## config.mk

```make
export PLATFORM = sky130hd
export DESIGN_NAME = dbg_rx_complete
export DESIGN_NICKNAME = d
export VERILOG_FILES = /design/src/rtl/dbg_rx_pkg.sv /design/src/rtl/dbg_rx_timer.sv /design/src/rtl/dbg_rx_capture.sv /design/src/rtl/dbg_rx_ctrl.sv /design/src/rtl/dbg_rx_complete.sv
export SDC_FILE = /design/constraint.sdc
export NUM_CORES = 1
export LEC_CHECK = 0
export BUFFER_PORTS_ARGS = -buffer_cell sky130_fd_sc_hd__clkbuf_2
export CAP_MARGIN = 20
export CORE_ASPECT_RATIO = 0.8
export CORE_MARGIN = 10
export CORE_UTILIZATION = 49
export CTS_CLUSTER_SIZE = 12
export DETAILED_ROUTE_END_ITERATION = 10
export MAX_ROUTING_LAYER = met4
export PLACE_DENSITY_LB_ADDON = 0.1
export SYNTH_ARGS = -nofsm -noshare
export SYNTH_HDL_FRONTEND = slang
export SYNTH_HIERARCHICAL = 1
export SYNTH_SLANG_ARGS = --single-unit
```

## constraint.sdc

```tcl
create_clock -name clk -period 2.95 [get_ports clk]
set_input_delay 0.295 -clock clk [delete_from_list [all_inputs] [get_ports clk]]
set_output_delay 0.295 -clock clk [all_outputs]
set_load 0.02 [all_outputs]
```

## src/rtl/dbg_rx_pkg.sv

```systemverilog
package dbg_rx_pkg;
  typedef enum logic [1:0] {
    ST_IDLE,
    ST_WAIT,
    ST_ACK
  } rx_state_e;

  typedef enum logic [1:0] {
    FIN_NONE,
    FIN_DATA,
    FIN_HSK,
    FIN_FAIL
  } rx_fin_e;

  localparam logic [2:0] EXC_NONE   = 3'b000;
  localparam logic [2:0] EXC_NO_PKT = 3'b001;
endpackage

```

## src/rtl/dbg_rx_timer.sv

```systemverilog
module dbg_rx_timer #(
  parameter int TMO_W = 16
) (
  input  logic             clk,
  input  logic             rst_n,
  input  logic             start_i,
  input  logic             run_i,
  input  logic [TMO_W-1:0] limit_i,
  output logic             expire_o
);
  logic [TMO_W-1:0] cnt_q, cnt_d;
  logic [TMO_W:0]   cnt_inc;

  assign cnt_inc  = {1'b0, cnt_q} + (TMO_W+1)'(1);
  // a limit of zero expires on the first waiting cycle, like a limit of one
  assign expire_o = run_i && (cnt_inc >= {1'b0, limit_i});

  always_comb begin
    cnt_d = cnt_q;
    if (start_i)    cnt_d = '0;
    else if (run_i) cnt_d = cnt_inc[TMO_W-1:0];
  end

  always_ff @(posedge clk or negedge rst_n) begin
    if (!rst_n) cnt_q <= '0;
    else        cnt_q <= cnt_d;
  end
endmodule

```

## src/rtl/dbg_rx_capture.sv

```systemverilog
module dbg_rx_capture #(
  parameter int MAX_BYTES = 8,
  parameter int CNT_W     = 4
) (
  input  logic                   clk,
  input  logic                   rst_n,
  input  logic                   start_i,
  input  logic                   en_i,
  input  logic                   byte_vld_i,
  input  logic [7:0]             byte_i,
  output logic [CNT_W-1:0]       cnt_eff_o,
  output logic [7:0]             pid_o,
  output logic [8*MAX_BYTES-1:0] data_o
);
  localparam logic [CNT_W-1:0] CNT_SAT = CNT_W'(MAX_BYTES + 1);

  logic [CNT_W-1:0] cnt_q, cnt_d;
  logic [7:0]       pid_q, pid_d;
  logic             take;

  assign take      = en_i && byte_vld_i && (cnt_q != CNT_SAT);
  assign cnt_eff_o = cnt_q + CNT_W'(take);

  always_comb begin
    cnt_d = cnt_q;
    pid_d = pid_q;
    if (start_i)   cnt_d = '0;
    else if (take) cnt_d = cnt_q + CNT_W'(1);
    if (take && cnt_q == '0) pid_d = byte_i;
  end

  always_ff @(posedge clk or negedge rst_n) begin
    if (!rst_n) begin
      cnt_q <= '0;
      pid_q <= '0;
    end else begin
      cnt_q <= cnt_d;
      pid_q <= pid_d;
    end
  end

  assign pid_o = pid_q;

  for (genvar g = 0; g < MAX_BYTES; g++) begin : g_slot
    logic [7:0] slot_q;
    logic       slot_we;
    assign slot_we = take && (cnt_q == CNT_W'(g + 1));
    always_ff @(posedge clk or negedge rst_n) begin
      if (!rst_n)       slot_q <= '0;
      else if (slot_we) slot_q <= byte_i;
    end
    assign data_o[8*g +: 8] = slot_q;
  end
endmodule

```

## src/rtl/dbg_rx_ctrl.sv

```systemverilog
module dbg_rx_ctrl
  import dbg_rx_pkg::*;
#(
  parameter int CNT_W = 4,
  parameter int LEN_W = 4
) (
  input  logic             clk,
  input  logic             rst_n,
  input  logic             go_i,
  input  logic             done_clr_i,
  input  logic             rx_end_i,
  input  logic             crc_ok_i,
  input  logic [CNT_W-1:0] cnt_eff_i,
  input  logic             expire_i,
  output logic             start_o,
  output logic             wait_o,
  output logic             done_o,
  output logic             error_o,
  output logic [2:0]       exc_o,
  output logic [LEN_W-1:0] len_o,
  output logic             ack_o
);
  rx_state_e        state_q, state_d;
  rx_fin_e          fin;
  logic             done_q, done_d, err_q, err_d, ack_q, ack_d;
  logic [2:0]       exc_q, exc_d;
  logic [LEN_W-1:0] len_q, len_d;

  assign start_o = (state_q == ST_IDLE) && go_i && !done_q;
  assign wait_o  = (state_q == ST_WAIT);

  // packet end outranks a timer expiry in the same cycle
  always_comb begin
    fin = FIN_NONE;
    if (state_q == ST_WAIT) begin
      if (rx_end_i) begin
        if (crc_ok_i && cnt_eff_i >= CNT_W'(2))      fin = FIN_DATA;
        else if (crc_ok_i && cnt_eff_i == CNT_W'(1)) fin = FIN_HSK;
        else                                         fin = FIN_FAIL;
      end else if (expire_i) begin
        fin = FIN_FAIL;
      end
    end
  end

  always_comb begin
    state_d = state_q;
    done_d  = done_q;
    err_d   = err_q;
    exc_d   = exc_q;
    len_d   = len_q;
    ack_d   = (state_q == ST_ACK);
    unique case (state_q)
      ST_IDLE: if (start_o) state_d = ST_WAIT;
      ST_WAIT: if (fin == FIN_DATA) state_d = ST_ACK;
               else if (fin != FIN_NONE) state_d = ST_IDLE;
      ST_ACK:  state_d = ST_IDLE;
      default: state_d = ST_IDLE;
    endcase
    if (fin != FIN_NONE) begin
      done_d = 1'b1;
      err_d  = (fin == FIN_FAIL);
      exc_d  = (fin == FIN_FAIL) ? EXC_NO_PKT : EXC_NONE;
      len_d  = (fin == FIN_DATA) ? LEN_W'(cnt_eff_i - CNT_W'(1)) : '0;
    end else if (done_clr_i) begin
      done_d = 1'b0;
    end
  end

  always_ff @(posedge clk or negedge rst_n) begin
    if (!rst_n) begin
      state_q <= ST_IDLE;
      done_q  <= 1'b0;
      err_q   <= 1'b0;
      exc_q   <= EXC_NONE;
      len_q   <= '0;
      ack_q   <= 1'b0;
    end else begin
      state_q <= state_d;
      done_q  <= done_d;
      err_q   <= err_d;
      exc_q   <= exc_d;
      len_q   <= len_d;
      ack_q   <= ack_d;
    end
  end

  assign done_o  = done_q;
  assign error_o = err_q;
  assign exc_o   = exc_q;
  assign len_o   = len_q;
  assign ack_o   = ack_q;
endmodule

```

## src/rtl/dbg_rx_complete.sv

```systemverilog
module dbg_rx_complete #(
  parameter int MAX_BYTES = 8,
  parameter int TMO_W     = 16
) (
  input  logic                           clk,
  input  logic                           rst_n,
  input  logic                           go_i,
  input  logic                           done_clr_i,
  input  logic [TMO_W-1:0]               tmo_limit_i,
  input  logic                           rx_byte_vld_i,
  input  logic [7:0]                     rx_byte_i,
  input  logic                           rx_end_i,
  input  logic                           rx_crc_ok_i,
  output logic                           ack_req_o,
  output logic                           done_o,
  output logic                           error_o,
  output logic [2:0]                     exc_o,
  output logic [7:0]                     pid_o,
  output logic [$clog2(MAX_BYTES+1)-1:0] len_o,
  output logic [8*MAX_BYTES-1:0]         data_o
);
  localparam int CNT_W = $clog2(MAX_BYTES + 2);
  localparam int LEN_W = $clog2(MAX_BYTES + 1);

  logic [1:0]       rst_sync_q;
  logic             rst_int_n;
  logic             start, waiting, expire;
  logic [CNT_W-1:0] cnt_eff;

  always_ff @(posedge clk or negedge rst_n) begin
    if (!rst_n) rst_sync_q <= '0;
    else        rst_sync_q <= {rst_sync_q[0], 1'b1};
  end
  assign rst_int_n = rst_sync_q[1];

  dbg_rx_timer #(.TMO_W(TMO_W)) u_timer (
    .clk      (clk),
    .rst_n    (rst_int_n),
    .start_i  (start),
    .run_i    (waiting),
    .limit_i  (tmo_limit_i),
    .expire_o (expire)
  );

  dbg_rx_capture #(.MAX_BYTES(MAX_BYTES), .CNT_W(CNT_W)) u_capture (
    .clk        (clk),
    .rst_n      (rst_int_n),
    .start_i    (start),
    .en_i       (waiting),
    .byte_vld_i (rx_byte_vld_i),
    .byte_i     (rx_byte_i),
    .cnt_eff_o  (cnt_eff),
    .pid_o      (pid_o),
    .data_o     (data_o)
  );

  dbg_rx_ctrl #(.CNT_W(CNT_W), .LEN_W(LEN_W)) u_ctrl (
    .clk        (clk),
    .rst_n      (rst_int_n),
    .go_i       (go_i),
    .done_clr_i (done_clr_i),
    .rx_end_i   (rx_end_i),
    .crc_ok_i   (rx_crc_ok_i),
    .cnt_eff_i  (cnt_eff),
    .expire_i   (expire),
    .start_o    (start),
    .wait_o     (waiting),
    .done_o     (done_o),
    .error_o    (error_o),
    .exc_o      (exc_o),
    .len_o      (len_o),
    .ack_o      (ack_req_o)
  );
endmodule

```

Word-level counts from Yosys, hierarchy flattened

Index checks and enable logic that the tools add are counted.

Output and inout bits: 82
Flip-flop bits (word level): 106
Input port bits: 31
Word-level logic and storage cells: 81

Mux-type cells: 17
Add/sub/neg operators: 4
Equal/unequal tests: 16
Magnitude comparators: 2
Reduce and logical (&&, ||, !) cells: 24

Operators with widths:

| kind                                                 | count |
|---|---|
| two-way mux 16 bit                                   | 2 |
| adder 16 x 1 -> 17 bit (second input constant)       | 1 |
| >= comparator 17 x 16 -> 1 bit                       | 1 |
| == test 4 x 3 -> 1 bit (second input constant)       | 4 |
| logical AND 1 bit                                    | 16 |
| two-way mux 2 bit                                    | 7 |
| two-way mux 4 bit                                    | 3 |
| == test 4 x 1 -> 1 bit (second input constant)       | 2 |
| == test 4 x 2 -> 1 bit (second input constant)       | 2 |
| nonzero test 2 bit                                   | 4 |
| adder 4 x 1 -> 4 bit                                 | 1 |
| adder 4 x 1 -> 4 bit (second input constant)         | 1 |
| == test 2 x 1 -> 1 bit (second input constant)       | 2 |
| == test 2 bit (second input constant)                | 2 |
| == test 4 bit (second input constant)                | 1 |
| >= comparator 4 x 2 -> 1 bit (second input constant) | 1 |
| zero test 4 bit                                      | 1 |
| two-way mux 1 bit                                    | 4 |
| inequality test 4 bit (second input constant)        | 1 |
| case mux 2 bit (2 select lines)                      | 1 |
| subtractor 4 x 1 -> 4 bit (second input constant)    | 1 |
| inequality test 3 bit (second input constant)        | 1 |
| zero test 2 bit                                      | 1 |
| inequality test 2 bit (second input constant)        | 1 |
| other kinds (2)                                      | 2 |

Depth between registers and ports, before layout

Word-level depth: 14
Depth in mapped cells: 13

Modules after synthesis

Netlist, hierarchy kept.

Modules (own cells, without submodules):

| module          | area each (µm²) | cells each | times used |
|---|---|---|---|
| dbg_rx_capture  | 3,081.7         | 193        | 1 |
| dbg_rx_timer    | 1,437.6         | 169        | 1 |
| dbg_rx_ctrl     | 441.7           | 38         | 1 |
| dbg_rx_complete | 53.8            | 3          | 1 |

Least setup slack after synthesis

No wires, ideal clock.

Path kind: reg-to-reg
Start point: register u_timer.cnt_q[0]
End point: register u_ctrl.done_q, in the netlist u_ctrl/done_o
Arrival: 2.896 ns
Stages on the path, launching flop included: 14
Setup slack: -0.096 ns
Setup time: 0.150 ns
Required time: 2.800 ns
Path through: dfrtp_1 -> ha_1 -> and4_1 -> buf_4 -> and3_4 -> nand3_1 -> xnor2_1 -> ha_1 -> a21o_1 -> a21oi_1 -> nand2_1 -> o41a_1 -> o21ai_1 -> o21ai_0

Word-level cells in the longest chain between the ends: 8
Elaborated cells on any way between the ends: 9
Classes of those cells: add/sub (1); order compare (1); mux (4); reduce/logical (3)

RTL lines:

| what                                                           | RTL line              | source |
|---|---|---|
| start, declared                                                | dbg_rx_timer.sv:11    | `logic [TMO_W-1:0] cnt_q, cnt_d;` |
| start signal, assigned                                         | dbg_rx_timer.sv:26    | `else cnt_q <= cnt_d;` |
| adder 16 x 1 -> 17 bit *                                       | dbg_rx_timer.sv:14    | `assign cnt_inc = {1'b0, cnt_q} + (TMO_W+1)'(1);` |
| >= comparator 17 x 16 -> 1 bit *                               | dbg_rx_timer.sv:16    | `assign expire_o = run_i && (cnt_inc >= {1'b0, limit_i});` |
| logical AND 1 bit *                                            | dbg_rx_timer.sv:16    |  |
| net expire                                                     | dbg_rx_complete.sv:27 | `logic start, waiting, expire;` |
| two-way mux 2 bit *                                            | dbg_rx_ctrl.sv:40     | `end else if (expire_i) begin` |
| two-way mux 2 bit *                                            | dbg_rx_ctrl.sv:36     | `if (rx_end_i) begin` |
| two-way mux 2 bit *                                            | dbg_rx_ctrl.sv:35     | `if (state_q == ST_WAIT) begin` |
| nonzero test 2 bit *                                           | dbg_rx_ctrl.sv:60     | `if (fin != FIN_NONE) begin` |
| two-way mux 1 bit / nonzero test 2 bit (equally long branches) | --                    |  |
| end signal, assigned                                           | dbg_rx_ctrl.sv:80     | `done_q <= done_d;` |
| end, declared                                                  | dbg_rx_ctrl.sv:25     | `logic done_q, done_d, err_q, err_d, ack_q, ack_d;` |

The timed path passes the listed nets; every way through them passes the cells marked *.
A chain may end at the register's enable or synchronous reset.

Worst setup path in the final report

Same ends and word-level chain as after synthesis.

==> impl_metrics.toml <==
[power]
p_switching_mw = 2.09
peakVddDrop_mv = 0.669
p_per_area_nw_per_um2 = 891
pwr-share-seq_pct = 39.4
clkPwrFrac_pct = 20.0
pwr-share-comb_pct = 40.6
internal-power_mw = 3.41
leakage_nw = 3.25
p_sw_share_pct = 38.0

[worst_setup_path]
crit_arrival_ns = 3.07
worstSetupPathType = "reg2reg"
crit_required_ns = 3.17
critPathLaunch = "u_timer/cnt_q[0]"
worstReg2RegEnd = "u_ctrl/done_o"
path_max_fanout = 7
rr_worst_depth = 12
worstSetupStartpointType = "flop"
rrSetupSlack_ns = 0.09
cp-end-kind = "flop"
critical_path.endpoint = "u_ctrl/done_o"
r2r_start = "u_timer/cnt_q[0]"

[detailed_routing]
wl_per_cell_um = 17.8
drt_iter0_markers = 210
vias = 3500
postRouteAntennaNets = 0
post_drt_via_cell_ratio = 5.21
drc = 0
drtPass1Iterations = 4
route.final.wire_length_mm = 11.9

[run]
drv_cap = 0

[die]
pin_count = 113
floorplan.initialDensity_pct = 51.1
rows = 32
dieArea_sq_um = 14700
die_h_um = 110
core_sq_um = 9810
fp.dieW_um = 133

[yosys]
ys.flop_type = "dfrtp_1"
seq_area_frac_synth_pct = 51.4
ys_types = 49
synthCells = 403
synth.ff_latch_count = 103
syn_area_sq_um = 5010
synth_edf_count = 0
synth.avg_cell_area_sq_um = 12.4
ys_warn_count = 6
synth-async-reset-ratio_pct = 100

[cts]
cts_tree = "done"
path_clk_slew_ns = 0.06
clk_path_buf_depth = 2
clk_latency_ns = 0.34
cts_buffers = 9
cts_root_buf = "clkbuf_16"
htreeDepth = 3
clock_sinks = 103

[global_route]
grt_max_degree = 71
overflow = 0
grt_pass1_wl_mm = 19.2
grt_pass1_vias = 3587
antenna_found_initial = 0
track_usage_pct = 16.4

[place]
dpl.hpwl_mm = 8.90
place_ws_ns = -0.0888
io_buffers = 110
routabilityCongestion = 0.857
dpl_cell_area_sq_um = 5800

[sta]
maxSlewHeadroom_pct = 62.2
rsz0062_at_grt = "yes"
fin_ws_ns = 0.0902
fmax_ghz = 0.350
tightest_slew_ns = 0.567
fin_crit_sh_pct = 96.9
finalClockSkew_ns = 0.00558
slew_violations = 0
hold_viol = 0
fin_crit_ns = 2.86
setup_viol = 0

[min_path]
hold_class = "in2reg"

[layout]
area_growth_pct = 23.2
drive_above_1_share_pct = 46.3
stdcell_area_sq_um = 6180
antenna_cells = 0
layout.nets = 589
mostFrequentLayoutCell = "clkbuf_2"
final_cell_mix = "110 x clkbuf_2, 102 x dfrtp_1, 68 x mux2_2"

[outcome]
outcome = "finished, final reports clean"
per-layer routing:
| layer | wire length, um | share of wire (%) | GRT usage (%) | vias up |
|---|---|---|---|---|
| met5 | 0 | 0 | - | - |
| met4 | 109 | 0.91 | 4.03 | 0 |
| met3 | 684 | 5.7 | 4.25 | 11 |
| met2 | 5490 | 46 | 24.3 | 95 |
| met1 | 5640 | 47 | 22.0 | 1738 |
| li1 | - | - | - | 1656 |
cell usage after synthesis, types with 4 or more instances:
master     count  share of area, %
dfrtp_1      103                51
mux2_2        68                15
ha_1          26               6.5
inv_1         25               1.9
nor2_1        20               1.5
xor2_1        16               2.8
nand3_1       14               1.4
xnor2_1       13               2.3
a21oi_1       11               1.1
nand4_1       11               1.4
nand2_1       10              0.75
buf_4          9               1.3
and4_1         4              0.70
clkbuf_1       4              0.30
nor2b_1        4              0.50
o21ai_0        4              0.40
o21ai_1        4              0.40
o2bb2ai_1      4              0.70
area by class of cell:
type	count	area (sq um)
clock inverters	2	16.3
inverters	25	93.8
clock buffers	13	260
well taps	136	170
multi-input cells	261	2320
fillers	793	3630
repair buffers	132	731
flip-flops and latches	103	2580
worst max-delay path, stage by stage, from the launching register on:
cell and delay [ns]:
dfrtp_1 0.36, ha_2 0.19, and4_4 0.22, and3_4 0.18, nand3_2 0.07, xnor2_1 0.15
ha_1 0.31, a21o_1 0.17, a21oi_2 0.13, nand2_1 0.07, o41a_1 0.48, o21ai_4 0.29
o21ai_1 0.11
sequential cells by signal, summed over array words and instances (netlist names):
register                 flops
u_timer/cnt_q               16
u_ctrl/done_o                1
u_capture/pid_o              8
u_ctrl/state_q               2
u_capture/cnt_q              4
u_ctrl/len_o                 4
u_ctrl/error_o               1
rst_sync_q                   2
u_capture/g_slot.slot_q     64
u_ctrl/ack_o                 1
logic make-up after synthesis:
logic type / share of synthesized area, %
AO/OA/AOI/OAI: 4.29
XOR/XNOR: 5.06
adder cells (fa/ha/maj): 6.49
buffers and inverters: 3.84
flip-flops: 51.4
multiplexers: 17.4
other: 0.150
AND/OR/NAND/NOR: 11.3
metrics by stage:
step	TNS [ns]	power (mW)	hold WS (ns)	utilization, %	instances
CTS	0	5.55	0.129	62.1	668
global route	-0.150	5.83	0.128	63.0	672
floorplan	0	3.60	-0.000591	-	404
global placement	0	4.35	0.0824	59.1	652
finish	0	5.50	0.115	63.0	672
detailed placement	-0.153	4.42	0.0839	59.1	652
worst min-delay path by stage:
stage	start	to	slack, ns	depth (start not counted)
5_1_grt	done_clr_i	u_ctrl/done_o	0.13	2
4_1_cts	done_clr_i	u_ctrl/done_o	0.13	2
6_report	done_clr_i	u_ctrl/done_o	0.11	2
2_1_floorplan	rst_n	rst_sync_q[0]	-0.0006	0
3_3_place_gp	rst_n	rst_sync_q[0]	0.08	1
3_5_place_dp	rst_n	rst_sync_q[0]	0.08	1
power by group through the flow:
stage / Sequential, mW / Combinational [mW] / Clock, mW
final: 2.17 / 2.23 / 1.10
after global routing: 2.22 / 2.42 / 1.19
after CTS: 2.17 / 2.25 / 1.13
after detailed placement: 2.19 / 2.23 / 0
after global placement: 2.16 / 2.19 / 0
after floorplan: 2.62 / 0.982 / 0
timing repair:
| item | CTS | global route |
|---|---|---|
| resized for setup | 2 | 14 |
| hold buffers | 1 | 0 |
| setup endpoints to repair | 7 | 7 |
| hold endpoints to repair | 2 | 0 |
| pin swaps | 1 | 8 |
| setup buffers | 0 | 4 |
(Power assumes the default switching activity.)
